## config.mk

```make
export PLATFORM = sky130hd
export DESIGN_NAME = hostbus_port
export DESIGN_NICKNAME = d
export VERILOG_FILES = /design/src/rtl/hbp_pkg.sv /design/src/rtl/hbp_sync.sv /design/src/rtl/hbp_addr_latch.sv /design/src/rtl/hbp_ctrl.sv /design/src/rtl/hostbus_port.sv
export SDC_FILE = /design/constraint.sdc
export NUM_CORES = 1
export LEC_CHECK = 0
export BUFFER_PORTS_ARGS = -buffer_cell sky130_fd_sc_hd__buf_4
export CAP_MARGIN = 10
export CORE_MARGIN = 2
export CORE_UTILIZATION = 40
export CTS_BUF_LIST = sky130_fd_sc_hd__clkbuf_4
export CTS_CLUSTER_DIAMETER = 50
export DETAILED_ROUTE_END_ITERATION = 6
export GPL_TIMING_DRIVEN = 0
export PLACE_DENSITY = 0.69
export SYNTH_ARGS = -nofsm -noshare
export SYNTH_HDL_FRONTEND = slang
export SYNTH_SLANG_ARGS = --single-unit
```

## constraint.sdc

```tcl
create_clock -name clk -period 4.1 [get_ports clk]
set_input_delay 0.41 -clock clk [delete_from_list [all_inputs] [get_ports clk]]
set_output_delay 0.41 -clock clk [all_outputs]
set_load 0.01 [all_outputs]
```

## src/rtl/hbp_pkg.sv

```systemverilog
package hbp_pkg;

    typedef enum logic [2:0] {
        S_IDLE,
        S_RD_START,
        S_RD_HOLD,
        S_WR_HOLD,
        S_WR_DONE,
        S_BLOCKED
    } hbp_state_t;

endpackage

```

## src/rtl/hbp_sync.sv

```systemverilog
module hbp_sync #(
    parameter int           W       = 8,
    parameter logic [W-1:0] RST_VAL = '0
) (
    input  logic         clk,
    input  logic         rst_n,
    input  logic [W-1:0] d,
    output logic [W-1:0] q
);
    logic [W-1:0] stage1;

    always_ff @(posedge clk) begin
        if (!rst_n) begin
            stage1 <= RST_VAL;
            q      <= RST_VAL;
        end else begin
            stage1 <= d;
            q      <= stage1;
        end
    end
endmodule

```

## src/rtl/hbp_addr_latch.sv

```systemverilog
module hbp_addr_latch #(
    parameter int AW = 8,
    parameter int DW = 8
) (
    input  logic          clk,
    input  logic          rst_n,
    input  logic          shared,
    input  logic          ale_s,
    input  logic [AW-2:0] lo_s,
    input  logic [DW-1:0] ad_s,
    output logic [AW-1:0] addr_now
);
    logic          ale_q;
    logic [AW-1:0] addr_q;
    logic          ale_rise;

    assign ale_rise = ale_s && !ale_q;

    always_ff @(posedge clk) begin
        if (!rst_n) begin
            ale_q  <= 1'b0;
            addr_q <= '0;
        end else begin
            ale_q <= ale_s;
            if (ale_rise) begin
                addr_q <= ad_s[AW-1:0];
            end
        end
    end

    assign addr_now = shared ? addr_q : {ale_s, lo_s};


    latch_hold_chk: assert property (@(posedge clk) disable iff (!rst_n)
        !ale_rise |=> $stable(addr_q));
endmodule

```

## src/rtl/hbp_ctrl.sv

```systemverilog
module hbp_ctrl
    import hbp_pkg::*;
#(
    parameter int NBANK = 4,
    parameter int AW    = 8,
    parameter int DW    = 8,
    parameter int BW    = (NBANK > 1) ? $clog2(NBANK) : 1
) (
    input  logic                clk,
    input  logic                rst_n,
    input  logic                moto,
    input  logic                rd_ds_s,
    input  logic                wr_rw_s,
    input  logic [NBANK-1:0]    cs_n_s,
    input  logic [AW-1:0]       addr_now,
    input  logic [DW-1:0]       ad_s,
    input  logic [NBANK*DW-1:0] bank_rdata,
    output logic                reg_rd,
    output logic                reg_wr,
    output logic [AW-1:0]       reg_addr,
    output logic [DW-1:0]       reg_wdata,
    output logic [BW-1:0]       reg_bank,
    output logic [DW-1:0]       ad_out,
    output logic                ad_oe
);
    hbp_state_t state, state_nx;

    logic          rd_req, wr_req, any_req, conflict;
    logic          cs_ok;
    logic [BW-1:0] cs_idx;

    always_comb begin
        if (moto) begin
            rd_req = !rd_ds_s && wr_rw_s;
            wr_req = !rd_ds_s && !wr_rw_s;
        end else begin
            rd_req = !rd_ds_s;
            wr_req = !wr_rw_s;
        end
        any_req  = rd_req || wr_req;
        conflict = rd_req && wr_req;
    end

    always_comb begin
        int lows;
        lows   = 0;
        cs_idx = '0;
        for (int i = NBANK - 1; i >= 0; i--) begin
            if (!cs_n_s[i]) begin
                lows   = lows + 1;
                cs_idx = BW'(i);
            end
        end
        cs_ok = (lows == 1);
    end

    always_comb begin
        state_nx = state;
        unique case (state)
            S_IDLE: begin
                if (any_req) begin
                    if (!cs_ok || conflict) state_nx = S_BLOCKED;
                    else if (wr_req)        state_nx = S_WR_HOLD;
                    else                    state_nx = S_RD_START;
                end
            end
            S_RD_START: state_nx = rd_req ? S_RD_HOLD : S_IDLE;
            S_RD_HOLD:  if (!rd_req) state_nx = S_IDLE;
            S_WR_HOLD:  if (!wr_req) state_nx = S_WR_DONE;
            S_WR_DONE:  state_nx = S_IDLE;
            S_BLOCKED:  if (!any_req) state_nx = S_IDLE;
            default:    state_nx = S_IDLE;
        endcase
    end

    always_ff @(posedge clk) begin
        if (!rst_n) state <= S_IDLE;
        else        state <= state_nx;
    end

    always_ff @(posedge clk) begin
        if (!rst_n) begin
            reg_addr  <= '0;
            reg_wdata <= '0;
            reg_bank  <= '0;
        end else begin
            if (state == S_IDLE && any_req) begin
                reg_addr <= addr_now;
                reg_bank <= cs_idx;
                reg_wdata <= ad_s;
            end else if (state == S_WR_HOLD && wr_req) begin
                reg_wdata <= ad_s;
            end
        end
    end

    always_comb begin
        reg_rd = (state == S_RD_START);
        reg_wr = (state == S_WR_DONE);
        ad_oe  = (state == S_RD_START || state == S_RD_HOLD)
                 && cs_ok && !cs_n_s[reg_bank];
        ad_out = bank_rdata[reg_bank*DW +: DW];
    end


    rd_single_chk: assert property (@(posedge clk) disable iff (!rst_n)
        reg_rd |=> !reg_rd);

    wr_single_chk: assert property (@(posedge clk) disable iff (!rst_n)
        reg_wr |=> !reg_wr);

    rd_valid_sel_chk: assert property (@(posedge clk) disable iff (!rst_n)
        reg_rd |-> $past(cs_ok));

    no_drive_on_write_chk: assert property (@(posedge clk) disable iff (!rst_n)
        reg_wr |-> !ad_oe);

    wr_addr_stable_chk: assert property (@(posedge clk) disable iff (!rst_n)
        reg_wr |-> $stable(reg_addr));
endmodule

```

## src/rtl/hostbus_port.sv

```systemverilog
module hostbus_port #(
    parameter int NBANK = 4,
    parameter int AW    = 8,
    parameter int DW    = 8,
    parameter int BW    = (NBANK > 1) ? $clog2(NBANK) : 1
) (
    input  logic                clk,
    input  logic                rst_n,
    input  logic                strap_shared,
    input  logic                strap_moto,
    input  logic [NBANK-1:0]    cs_n,
    input  logic                rd_ds_n,
    input  logic                wr_rw,
    input  logic                ale_a7,
    input  logic [AW-2:0]       addr_lo,
    input  logic [DW-1:0]       ad_in,
    output logic [DW-1:0]       ad_out,
    output logic                ad_oe,
    output logic                reg_rd,
    output logic                reg_wr,
    output logic [AW-1:0]       reg_addr,
    output logic [DW-1:0]       reg_wdata,
    output logic [BW-1:0]       reg_bank,
    input  logic [NBANK*DW-1:0] bank_rdata,
    input  logic [NBANK-1:0]    bank_irq,
    output logic                irq_pull,
    input  logic                hw_reset,
    output logic                cfg_clear
);
    localparam int SW = 4 + NBANK + (AW - 1) + DW;
    localparam logic [SW-1:0] SYNC_RST =
        {1'b0, 1'b0, 1'b1, 1'b1, {NBANK{1'b1}}, {(AW-1){1'b0}}, {DW{1'b0}}};

    logic                hw_s, ale_s, wr_s, rd_s;
    logic [NBANK-1:0]    cs_s;
    logic [AW-2:0]       lo_s;
    logic [DW-1:0]       ad_s;
    logic [AW-1:0]       addr_now;
    logic                hw_q;

    hbp_sync #(.W(SW), .RST_VAL(SYNC_RST)) sync_i (
        .clk   (clk),
        .rst_n (rst_n),
        .d     ({hw_reset, ale_a7, wr_rw, rd_ds_n, cs_n, addr_lo, ad_in}),
        .q     ({hw_s, ale_s, wr_s, rd_s, cs_s, lo_s, ad_s})
    );

    hbp_addr_latch #(.AW(AW), .DW(DW)) latch_i (
        .clk      (clk),
        .rst_n    (rst_n),
        .shared   (strap_shared),
        .ale_s    (ale_s),
        .lo_s     (lo_s),
        .ad_s     (ad_s),
        .addr_now (addr_now)
    );

    hbp_ctrl #(.NBANK(NBANK), .AW(AW), .DW(DW), .BW(BW)) ctrl_i (
        .clk        (clk),
        .rst_n      (rst_n),
        .moto       (strap_moto),
        .rd_ds_s    (rd_s),
        .wr_rw_s    (wr_s),
        .cs_n_s     (cs_s),
        .addr_now   (addr_now),
        .ad_s       (ad_s),
        .bank_rdata (bank_rdata),
        .reg_rd     (reg_rd),
        .reg_wr     (reg_wr),
        .reg_addr   (reg_addr),
        .reg_wdata  (reg_wdata),
        .reg_bank   (reg_bank),
        .ad_out     (ad_out),
        .ad_oe      (ad_oe)
    );

    always_ff @(posedge clk) begin
        if (!rst_n) begin
            hw_q      <= 1'b0;
            cfg_clear <= 1'b0;
            irq_pull  <= 1'b0;
        end else begin
            hw_q      <= hw_s;
            cfg_clear <= hw_s && !hw_q;
            irq_pull  <= |bank_irq;
        end
    end


    irq_follow_chk: assert property (@(posedge clk) disable iff (!rst_n)
        (|bank_irq) |=> irq_pull);

    irq_release_chk: assert property (@(posedge clk) disable iff (!rst_n)
        (bank_irq == '0) |=> !irq_pull);

    clear_single_chk: assert property (@(posedge clk) disable iff (!rst_n)
        cfg_clear |=> !cfg_clear);
endmodule

```

==> flow_metrics.tcl <==
set metrics [dict create \
    grt_max_degree 13 \
    first_pass_iters 4 \
    required_ns 3.69 \
    clock_latency_ns 0.41 \
    fin_tns_setup_ns 0 \
    row_count 32 \
    layout-drive-gt1-share_pct 33.0 \
    root_buffer "clkbuf_4" \
    maxSlewHeadroom_pct 60.0 \
    fp.dieW_um 92.1 \
    io-pin-count 94 \
    tightestPinTransition_ns 0.600 \
    status "complete, no violations" \
    numCtsBuffers 9 \
    synth_flop_cell "dfxtp_1" \
    clk_pin_slew_ns 0.12 \
    drc_errors 0 \
    die-height_um 92.1 \
    core_area_mm2 0.00761 \
    grt_pass1_vias 2204 \
    wl_mm 6.20 \
    synth_edf_count 0 \
    clockBufferDepth 2 \
    grt_overflow_total 0 \
    final_nets 448 \
    syn-cell-area_mm2 0.00311 \
    fin_skew_ns 0.0154 \
    arrival_ns 2.53 \
    max_freq_mhz 340 \
    diodes 0 \
    cts_max_level 3 \
    dr.first_iter.drc_count 73 \
    cts_tree "built" \
    area_growth_pct 30.2 \
    fillers 712 \
    start_util_pct 40.8 \
    async_flop_share_pct 0 \
    antenna_found_initial 0 \
    cp_max_fo 4 \
    fin_crit_ns 2.94 \
    hold_viol_final 0 \
    ys_seq_area_share_pct 50.9 \
    yosysWarnings 0 \
    dpl_worst_slack_ns 1.60 \
    criticalPathCategory "reg2out" \
    post_drt_wl_per_cell_um 12.7 \
    ir_drop_mv 0.215 \
    gp_congestion 0.713 \
    finalSetupViolCount 0 \
    track_usage_pct 15.1 \
    hp-class "in2reg" \
    ctsResizeCount 0 \
    syn_avg_cell_area_um2 11.2 \
    period_share_pct 71.8 \
    grt_setup_unrepaired "no" \
    holdPathStages 2 \
    grt_pass1_wl_mm 10.1 \
    reg2reg_depth 8 \
    endpoint_kind "output pin" \
    leakage_nw 1.87 \
    synthesis.nets 345 \
    finalMaxSlewViolations 0 \
    via_per_inst 4.58 \
    hpwl_mm 4.79 \
    cts_post_setup_buffers_inserted 0 \
    ctsHoldBuffers 0 \
    finalWorstSetupSlack_ns 1.16 \
    die_area_mm2 0.00848 \
    critPathLaunchType "register" \
    ant_nets 0 \
    power_density_mw_per_mm2 348 \
    postSynthCellCount 278 \
    portBuffers 92 \
    cap_violations 0 \
    synth.distinct_cells 38 \
    cts.sinks 79 \
    vias 2232 \
    synth-seq-cells 79 \
]
power breakdown:
group          internal [mW]  switching, mW
combinational          0.105         0.0715
clock                  0.175          0.244
sequential             0.799         0.0132
routing by layer:
layer / vias up / routed length (µm) / track usage [%]
met2: 75 / 3030 / 26.5
met3: 6 / 501 / 5.75
met1: 1006 / 2620 / 16.9
li1: 1145 / - / -
met5: - / 0 / 0
met4: 0 / 46 / 4.85
layout by cell type, fill, tap and decap left out, drive strengths merged, types with 2 or more instances in the layout:
cell type  synthesis  final
nor2b             12     12
o211a              8      8
o21ai              3      3
nand4b             2      2
nand3b             3      3
o31a               2      2
ha                 4      4
clkinv             0      4
nand2b            17     17
nor4               3      3
o21a               2      2
nand2             26     26
inv                4      4
clkbuf             9     18
nor3b              2      2
nor2               2      2
dfxtp             79     79
nand3              2      2
a21oi              2      2
nor3               5      5
and2              36     36
buf               11    103
xnor2              3      3
mux4               9      9
a21boi             2      2
mux2i             24     24
sequential cells by signal (all words and copies together), names as in the netlist:
signal,cells
cfg_clear,1
ctrl_i.reg_addr,8
ctrl_i.reg_bank,2
ctrl_i.reg_wdata,8
ctrl_i.state,3
hw_q,1
irq_pull,1
latch_i.addr_q,8
latch_i.ale_q,1
sync_i.q,23
sync_i.stage1,23
worst max-delay path, stage by stage, from the launching register on:
cell and delay [ns]:
dfxtp_1 0.40, inv_1 0.06, ha_1 0.39, xnor2_1 0.17
ha_1 0.32, nor3b_1 0.18, a311o_1 0.15, nand3_1 0.14
nor4_2 0.16, buf_4 0.16
Yosys cell counts (all sizes together), types with 2 or more instances:
cell type,number,share of area (%)
o21a,2,0.48
nand3,2,0.32
o21ai,3,0.48
buf,11,2.6
a21boi,2,0.48
nor4,3,1.3
o31a,2,0.56
o211a,8,2.6
nand4b,2,0.56
nand2b,17,3.4
nand3b,3,1.1
nor2b,12,2.4
and2,36,7.3
a21oi,2,0.32
xnor2,3,0.85
nor3,5,0.81
mux2i,24,7.7
ha,4,1.6
nor3b,2,0.48
dfxtp,79,51
inv,4,0.48
clkbuf,9,1.1
nand2,26,3.4
nor2,2,0.24
mux4,9,6.5
final timing paths:
path / from / end / slack [ns]
worst max register to register: sync_i.q[17]$_SDFF_PN1_ / ctrl_i.state[2]$_SDFFE_PN0P_ / 1.87
worst max-delay path: sync_i.q[17]$_SDFF_PN1_ / ad_oe / 1.16
worst min register to register: hw_q$_SDFF_PN0_ / cfg_clear$_SDFF_PN0_ / 0.39
worst min-delay path: wr_rw / sync_i.stage1[20]$_SDFF_PN1_ / 0.17
kinds of logic after synthesis:
family	share of synthesized area, %
compound gates	6.57
xor+xnor	1.13
fa+ha+maj	1.61
buf+inv	4.19
flops	50.9
mux	14.3
simple gates	21.3
stage by stage:
| step | hold slack, ns | power, mW | utilization [%] | cells | area, µm² |
|---|---|---|---|---|---|
| after CTS | 0.150 | 1.43 | 53.2 | 487 | 4040 |
| after floorplan | 0.367 | 0.920 | - | 278 | 3110 |
| after global placement | 0.373 | 1.01 | 51.6 | 472 | 3920 |
| final | 0.172 | 1.41 | 53.2 | 487 | 4040 |
| after global routing | 0.146 | 1.48 | 53.2 | 487 | 4040 |
| after detailed placement | 0.378 | 1.01 | 51.6 | 472 | 3920 |
cell type report:
| class | instances | area, µm² | area share [%] |
|---|---|---|---|
| Multi-Input combinational cell | 175 | 1390 | 34.5 |
| Timing Repair Buffer | 92 | 691 | 17.1 |
| Inverter | 4 | 15.0 | 0.371 |
| Clock buffer | 9 | 67.6 | 1.67 |
| Clock inverter | 6 | 52.6 | 1.30 |
| Tap cell | 102 | 128 | 3.16 |
| Buffer | 20 | 115 | 2.85 |
| Sequential cell | 79 | 1580 | 39.1 |
No activity file was read; power rests on OpenSTA's default activity.
